File: config.mk
export PLATFORM = sky130hd
export DESIGN_NAME = evt_code_encoder
export DESIGN_NICKNAME = d
export VERILOG_FILES = /design/src/rtl/evt_enc_pkg.sv /design/src/rtl/evt_grp_prio.sv /design/src/rtl/evt_hw_arb.sv /design/src/rtl/evt_sw_fifo.sv /design/src/rtl/evt_code_encoder.sv
export SDC_FILE = /design/constraint.sdc
export NUM_CORES = 1
export LEC_CHECK = 0
export BUFFER_PORTS_ARGS = -buffer_cell sky130_fd_sc_hd__buf_2
export CORE_UTILIZATION = 50
export DETAILED_ROUTE_END_ITERATION = 16
export PLACE_DENSITY = 0.71
export SLEW_MARGIN = 0
export SYNTH_ARGS = -nofsm -noshare
export SYNTH_HDL_FRONTEND = slang
export SYNTH_SLANG_ARGS = --single-unit
export TNS_END_PERCENT = 10
File: constraint.sdc
create_clock -name clk -period 3.5 [get_ports clk]
set_input_delay 0.7 -clock clk [delete_from_list [all_inputs] [get_ports clk]]
set_output_delay 0.7 -clock clk [all_outputs]
set_load 0.02 [all_outputs]
File: src/rtl/evt_enc_pkg.sv
// Package: widths and constants shared by the event code encoder.
// Assumes an 8-bit code space with the lowest codes reserved for hardware.
package evt_enc_pkg;
    localparam int CODE_W   = 8;
    localparam int HW_CODES = 64;
    localparam int GRP_SIZE = 16;
    typedef logic [CODE_W-1:0] code_t;
endpackage

File: src/rtl/evt_grp_prio.sv
// Module: fixed-priority encoder for one group of request lines.
// Reports whether any line is set and the index of the lowest set line.
// Assumes W is at least 2. Purely combinational.
module evt_grp_prio #(
    parameter int W     = 16,
    parameter int IDX_W = $clog2(W)
) (
    input  logic [W-1:0]     req_i,
    output logic             hit_o,
    output logic [IDX_W-1:0] idx_o
);
    // Scan from the top down so that the lowest set index is the last one written.
    always_comb begin
        idx_o = '0;
        for (int i = W - 1; i >= 0; i--) begin
            if (req_i[i]) idx_o = IDX_W'(i);
        end
        hit_o = |req_i;
    end
endmodule

File: src/rtl/evt_hw_arb.sv
// Module: hardware request capture and arbitration.
// Latches a rising edge on each trigger into a pending bit. The pending bit is
// cleared when its index is granted; a new edge in the same cycle wins over the clear.
// One priority encoder runs per group, then a second level picks the lowest
// non-empty group. Assumes GRP is a power of two and divides HW_N.
module evt_hw_arb #(
    parameter int HW_N     = 64,
    parameter int GRP      = 16,
    parameter int HW_IDX_W = $clog2(HW_N)
) (
    input  logic                clk,
    input  logic                rst_n,
    input  logic [HW_N-1:0]     trig_i,
    input  logic                grant_i,
    output logic                any_o,
    output logic [HW_IDX_W-1:0] idx_o
);
    localparam int NGRP  = HW_N / GRP;
    localparam int GRP_W = $clog2(GRP);

    logic [HW_N-1:0]  trig_q;
    logic [HW_N-1:0]  pend_q;
    logic [HW_N-1:0]  rise;
    logic [HW_N-1:0]  clr_mask;
    logic [NGRP-1:0]  grp_hit;
    logic [GRP_W-1:0] grp_idx [NGRP];

    assign rise = trig_i & ~trig_q;

    // Remember the previous level of each trigger input for edge detection.
    always_ff @(posedge clk) begin
        if (!rst_n) trig_q <= '0;
        else        trig_q <= trig_i;
    end

    // Build the one-hot clear mask for the granted index.
    always_comb begin
        clr_mask = '0;
        if (grant_i) clr_mask[idx_o] = 1'b1;
    end

    // Pending set: keep the bits not granted, then add new rising edges.
    always_ff @(posedge clk) begin
        if (!rst_n) pend_q <= '0;
        else        pend_q <= (pend_q & ~clr_mask) | rise;
    end

    for (genvar g = 0; g < NGRP; g++) begin : g_grp
        evt_grp_prio #(.W(GRP), .IDX_W(GRP_W)) u_prio (
            .req_i (pend_q[g*GRP +: GRP]),
            .hit_o (grp_hit[g]),
            .idx_o (grp_idx[g])
        );
    end

    // Second level: the lowest group with a hit supplies the upper index bits.
    always_comb begin
        idx_o = '0;
        for (int g = NGRP - 1; g >= 0; g--) begin
            if (grp_hit[g]) idx_o = HW_IDX_W'(g * GRP) | HW_IDX_W'(grp_idx[g]);
        end
        any_o = |grp_hit;
    end
endmodule

File: src/rtl/evt_sw_fifo.sv
// Module: first-in first-out queue for software event codes.
// The head entry is visible combinationally on rdata_o. A write is ignored
// while the queue is full, and a read is ignored while it is empty.
// The storage array has no reset; only the pointers and the count are reset.
module evt_sw_fifo #(
    parameter int DEPTH = 16,
    parameter int W     = 8,
    parameter int AW    = (DEPTH > 1) ? $clog2(DEPTH) : 1,
    parameter int CW    = $clog2(DEPTH + 1)
) (
    input  logic         clk,
    input  logic         rst_n,
    input  logic         wr_i,
    input  logic [W-1:0] wdata_i,
    input  logic         rd_i,
    output logic [W-1:0] rdata_o,
    output logic         empty_o,
    output logic         full_o,
    output logic [CW-1:0] cnt_o
);
    logic [W-1:0]  mem [DEPTH];
    logic [AW-1:0] wptr_q;
    logic [AW-1:0] rptr_q;
    logic [CW-1:0] cnt_q;
    logic          do_wr;
    logic          do_rd;

    assign empty_o = (cnt_q == '0);
    assign full_o  = (cnt_q == CW'(DEPTH));
    assign cnt_o   = cnt_q;
    assign do_wr   = wr_i & ~full_o;
    assign do_rd   = rd_i & ~empty_o;
    assign rdata_o = mem[rptr_q];

    // Store accepted write data at the write pointer.
    always_ff @(posedge clk) begin
        if (do_wr) mem[wptr_q] <= wdata_i;
    end

    // Advance the pointers with wrap at DEPTH and track the occupancy.
    always_ff @(posedge clk) begin
        if (!rst_n) begin
            wptr_q <= '0;
            rptr_q <= '0;
            cnt_q  <= '0;
        end else begin
            if (do_wr) wptr_q <= (wptr_q == AW'(DEPTH - 1)) ? '0 : wptr_q + 1'b1;
            if (do_rd) rptr_q <= (rptr_q == AW'(DEPTH - 1)) ? '0 : rptr_q + 1'b1;
            case ({do_wr, do_rd})
                2'b10:   cnt_q <= cnt_q + 1'b1;
                2'b01:   cnt_q <= cnt_q - 1'b1;
                default: cnt_q <= cnt_q;
            endcase
        end
    end
endmodule

File: src/rtl/evt_code_encoder.sv
// Module: prioritized event code encoder (top).
// On each slot_i pulse it sends one code: the lowest pending hardware index if
// there is one, else the software queue head, else the null code 0. The code
// is registered and appears with code_vld_o one cycle after slot_i.
// Assumes slot_i, the triggers and the host writes are all synchronous to clk.
module evt_code_encoder
    import evt_enc_pkg::*;
#(
    parameter int HW_N       = HW_CODES,
    parameter int GRP_N      = GRP_SIZE,
    parameter int FIFO_DEPTH = 16
) (
    input  logic              clk,
    input  logic              rst_n,
    input  logic              slot_i,
    input  logic [HW_N-1:0]   hw_trig_i,
    input  logic              sw_wr_i,
    input  logic [CODE_W-1:0] sw_code_i,
    output logic [CODE_W-1:0] code_o,
    output logic              code_vld_o,
    output logic              sw_ovf_o
);
    localparam int HW_IDX_W = $clog2(HW_N);
    localparam int CNT_W    = $clog2(FIFO_DEPTH + 1);

    logic                hw_any;
    logic [HW_IDX_W-1:0] hw_idx;
    logic                hw_grant;
    logic                code_ok;
    logic                fifo_wr;
    logic                fifo_rd;
    code_t               fifo_head;
    logic                fifo_empty;
    logic                fifo_full;
    logic [CNT_W-1:0]    fifo_cnt;
    code_t               sel_code;

    assign code_ok  = (sw_code_i >= CODE_W'(HW_N));
    assign fifo_wr  = sw_wr_i & code_ok;
    assign hw_grant = slot_i & hw_any;
    assign fifo_rd  = slot_i & ~hw_any;

    evt_hw_arb #(.HW_N(HW_N), .GRP(GRP_N), .HW_IDX_W(HW_IDX_W)) u_arb (
        .clk     (clk),
        .rst_n   (rst_n),
        .trig_i  (hw_trig_i),
        .grant_i (hw_grant),
        .any_o   (hw_any),
        .idx_o   (hw_idx)
    );

    evt_sw_fifo #(.DEPTH(FIFO_DEPTH), .W(CODE_W), .CW(CNT_W)) u_fifo (
        .clk     (clk),
        .rst_n   (rst_n),
        .wr_i    (fifo_wr),
        .wdata_i (sw_code_i),
        .rd_i    (fifo_rd),
        .rdata_o (fifo_head),
        .empty_o (fifo_empty),
        .full_o  (fifo_full),
        .cnt_o   (fifo_cnt)
    );

    // Choose the code for this slot: hardware first, then software, then null.
    always_comb begin
        if (hw_any)           sel_code = {{(CODE_W-HW_IDX_W){1'b0}}, hw_idx};
        else if (!fifo_empty) sel_code = fifo_head;
        else                  sel_code = '0;
    end

    // Register the chosen code and strobe it toward the serializer.
    always_ff @(posedge clk) begin
        if (!rst_n) begin
            code_o     <= '0;
            code_vld_o <= 1'b0;
        end else begin
            code_vld_o <= slot_i;
            if (slot_i) code_o <= sel_code;
        end
    end

    // Sticky flag for a valid software write dropped by a full queue.
    always_ff @(posedge clk) begin
        if (!rst_n)                     sw_ovf_o <= 1'b0;
        else if (fifo_wr && fifo_full)  sw_ovf_o <= 1'b1;
    end
endmodule

==> impl_metrics.yaml <==
floorplan:
  die_area_mm2: 0.02416
  start_util_pct: 51.53
  io_pins: 86
  die_w_um: 155.4
  rows: 55
  die_y_um: 155.4
  core_area_mm2: 0.02285
cells_and_area:
  diodes: 0
  final_common_cell: "dfxtp_1"
  area_delta_synth_final_pct: 18.41
  final_core_util_pct: 61.01
  finish.instance_area_mm2: 0.01394
  finalNonFillerCells: 1425
  final_cell_mix: "dfxtp_1, edfxtp_1, nand2b_1, buf_2, nand2_1"
  final_layout_size_suffix_gt1_share_pct: 23.47
  nNetsFinal: 1175
cts:
  clockRootBuffer: "clkbuf_16"
  numCtsBuffers: 29
  clk_pin_slew_ns: 0.06
  clk_latency_ns: 0.54
  cts_hold_buf: 0
  cts_tree: "built"
  cts_buffer_depth: 3
  clkSinkCount: 283
  htreeDepth: 1
synthesis:
  synth_edf_count: 128
  synth_area_mm2: 0.01177
  synthesis.nets: 1048
  synth_flop_cell: "dfxtp_1"
  ys.warnings.count: 0
  synthArstFlopShare_pct: 0
  syn_inst: 962
  postSynthAreaPerCell_um2: 12.24
  yosys_register_bits: 283
  yosysUniqueCellTypes: 61
  yosysSeqAreaShare_pct: 59.01
flow_run:
  cap_violations: 0
drt:
  num_vias: 7818
  drc: 0
  vias_per_cell: 5.486
  drtIter0Drc: 491
  drt-total-wl_um: 25690
  wl_per_cell_um: 18.03
  antenna_left: 0
  dr.pass1.iters: 4
place:
  placed_area_mm2: 0.01283
  place_congestion: 0.9056
  dp_hpwl_um: 17640
  io_buffers: 85
  dpl.cell_count: 1368
critical_path:
  worstSetupPathType: "reg -> reg"
  cp.arrival_ns: 3.72
  end_kind: "flip-flop"
  start_kind: "flip-flop"
  cp_max_fo: 4
  reg2reg_slack_ns: 0.25
  critPathRequiredTime_ns: 3.98
timing:
  timing.hold.ws_ns: 0.3636
  rsz0062_at_grt: "false"
  maxSlewHeadroom_pct: 43.47
  skew_ns: 0.01294
  drv_slew: 0
  tightest_slew_ns: 0.8467
  finalCriticalPeriod_ns: 3.246
  hold_violations: 0
  min_period_over_period_pct: 92.74
  max_freq_ghz: 0.3081
  setup_viol: 0
global_route:
  use_met1_pct: 27.97
  grt_util_all_layers_pct: 21.78
  grt.met3_usage_pct: 3.036
  first_global_vias: 7813
  grt_pass1_wl_um: 41180
  overflow: 0
  grt_max_degree: 63
  grt_antenna_before_repair: 0
  grt-busiest-layer: "met2"
  use_met2_pct: 38.24
hold_path:
  hp-class: "in -> reg"
pwr:
  leakagePower_nw: 5.186
  power_density_mw_per_mm2: 545.8
  irDropWorstVdd_mv: 0.5041
run_status:
  status: "complete, no violations"
-- stage by stage --
step	setup WS, ns	TNS (ns)	total power, mW
final	0.2541	0	7.609
after floorplan	0.01358	0	4.156
after detailed placement	-0.02027	-0.02027	4.442
after global routing	0.03825	0	7.901
after CTS	0.03563	0	7.666
after global placement	0.1008	0	4.427
-- synth_stat cells, types with 9 or more instances --
| cell | number | share of area, % |
|---|---|---|
| a21oi_1 | 19 | 0.81 |
| a41oi_1 | 48 | 3.6 |
| and2_1 | 75 | 4.0 |
| clkbuf_1 | 29 | 0.92 |
| dfxtp_1 | 155 | 26 |
| edfxtp_1 | 128 | 33 |
| ha_1 | 9 | 0.96 |
| inv_1 | 13 | 0.41 |
| mux4_2 | 40 | 7.7 |
| nand2_1 | 79 | 2.5 |
| nand2b_1 | 113 | 6.0 |
| nor2_1 | 47 | 1.5 |
| nor2b_1 | 40 | 2.1 |
| nor3_1 | 15 | 0.64 |
| nor4_1 | 17 | 0.90 |
| o21ai_0 | 22 | 0.94 |
| o31ai_1 | 9 | 0.57 |
-- metal layers --
metal,vias to the layer above,wire [µm]
met5,-,0
met4,0,699
met3,46,827
met2,151,12910
met1,3827,11250
li1,3794,-
-- repair_timing --
| action | in CTS | in global routing |
|---|---|---|
| setup buffers | 0 | 3 |
| endpoints found under the setup margin | 1 | 11 |
| resized for setup | 4 | 12 |
| pin swaps | 0 | 4 |
-- final cells by class --
| cell class | count | area, µm² |
|---|---|---|
| fillers | 1846 | 8907 |
| flip-flops and latches | 283 | 6948 |
| multi-input cells | 621 | 4668 |
| repair buffers | 141 | 873.3 |
| clock buffers | 43 | 848.3 |
| well taps | 313 | 391.6 |
| clock inverters | 11 | 161.4 |
| inverters | 13 | 48.80 |
-- report_power, final --
part / internal, mW / switching (mW)
clock: 1.97 / 1.25
sequential: 3.57 / 0.0772
combinational: 0.314 / 0.430
total: 5.85 / 1.75
-- cell families after synthesis --
| logic type | after synthesis | synth area share, % |
|---|---|---|
| compound gates | 147 | 9.842 |
| xor+xnor | 8 | 0.5952 |
| fa+ha+maj | 10 | 1.127 |
| buf+inv | 58 | 2.104 |
| flops | 283 | 59.01 |
| mux | 42 | 7.822 |
| simple gates | 414 | 19.50 |
-- state kept, by name, summed over array words and instances (netlist names), named ones only --
name / count
code_o: 8
sw_ovf_o: 1
code_vld_o: 1
u_fifo.rptr_q: 4
u_fifo.mem: 128
u_arb.trig_q: 64
u_arb.pend_q: 64
u_fifo.cnt_o: 5
u_fifo.wptr_q: 4
-- final timing paths --
path | endpoint | start | cells after the start
max | u_fifo.cnt_o[4]$_SDFFE_PN0P_ | u_arb.pend_q[12]$_SDFF_PN0_ | 13
min | u_arb.trig_q[2]$_SDFF_PN0_ | hw_trig_i[2] | 2
max reg2reg | u_fifo.cnt_o[4]$_SDFFE_PN0P_ | u_arb.pend_q[12]$_SDFF_PN0_ | 13
min reg2reg | sw_ovf_o$_SDFFE_PN0P_ | sw_ovf_o$_SDFFE_PN0P_ | 1
-- worst max-delay path, stage by stage (launching register included) --
cell and delay, ns:
dfxtp_1 0.33, or4_4 0.58, nor4_4 0.32, nand2_2 0.14
nor4_4 0.31, ha_2 0.23, inv_1 0.07, fa_2 0.36
inv_1 0.08, a21o_1 0.13, a21oi_2 0.06, xnor2_1 0.12
or3_1 0.30, a21boi_1 0.15
No activity file was read; power rests on OpenSTA's default activity.
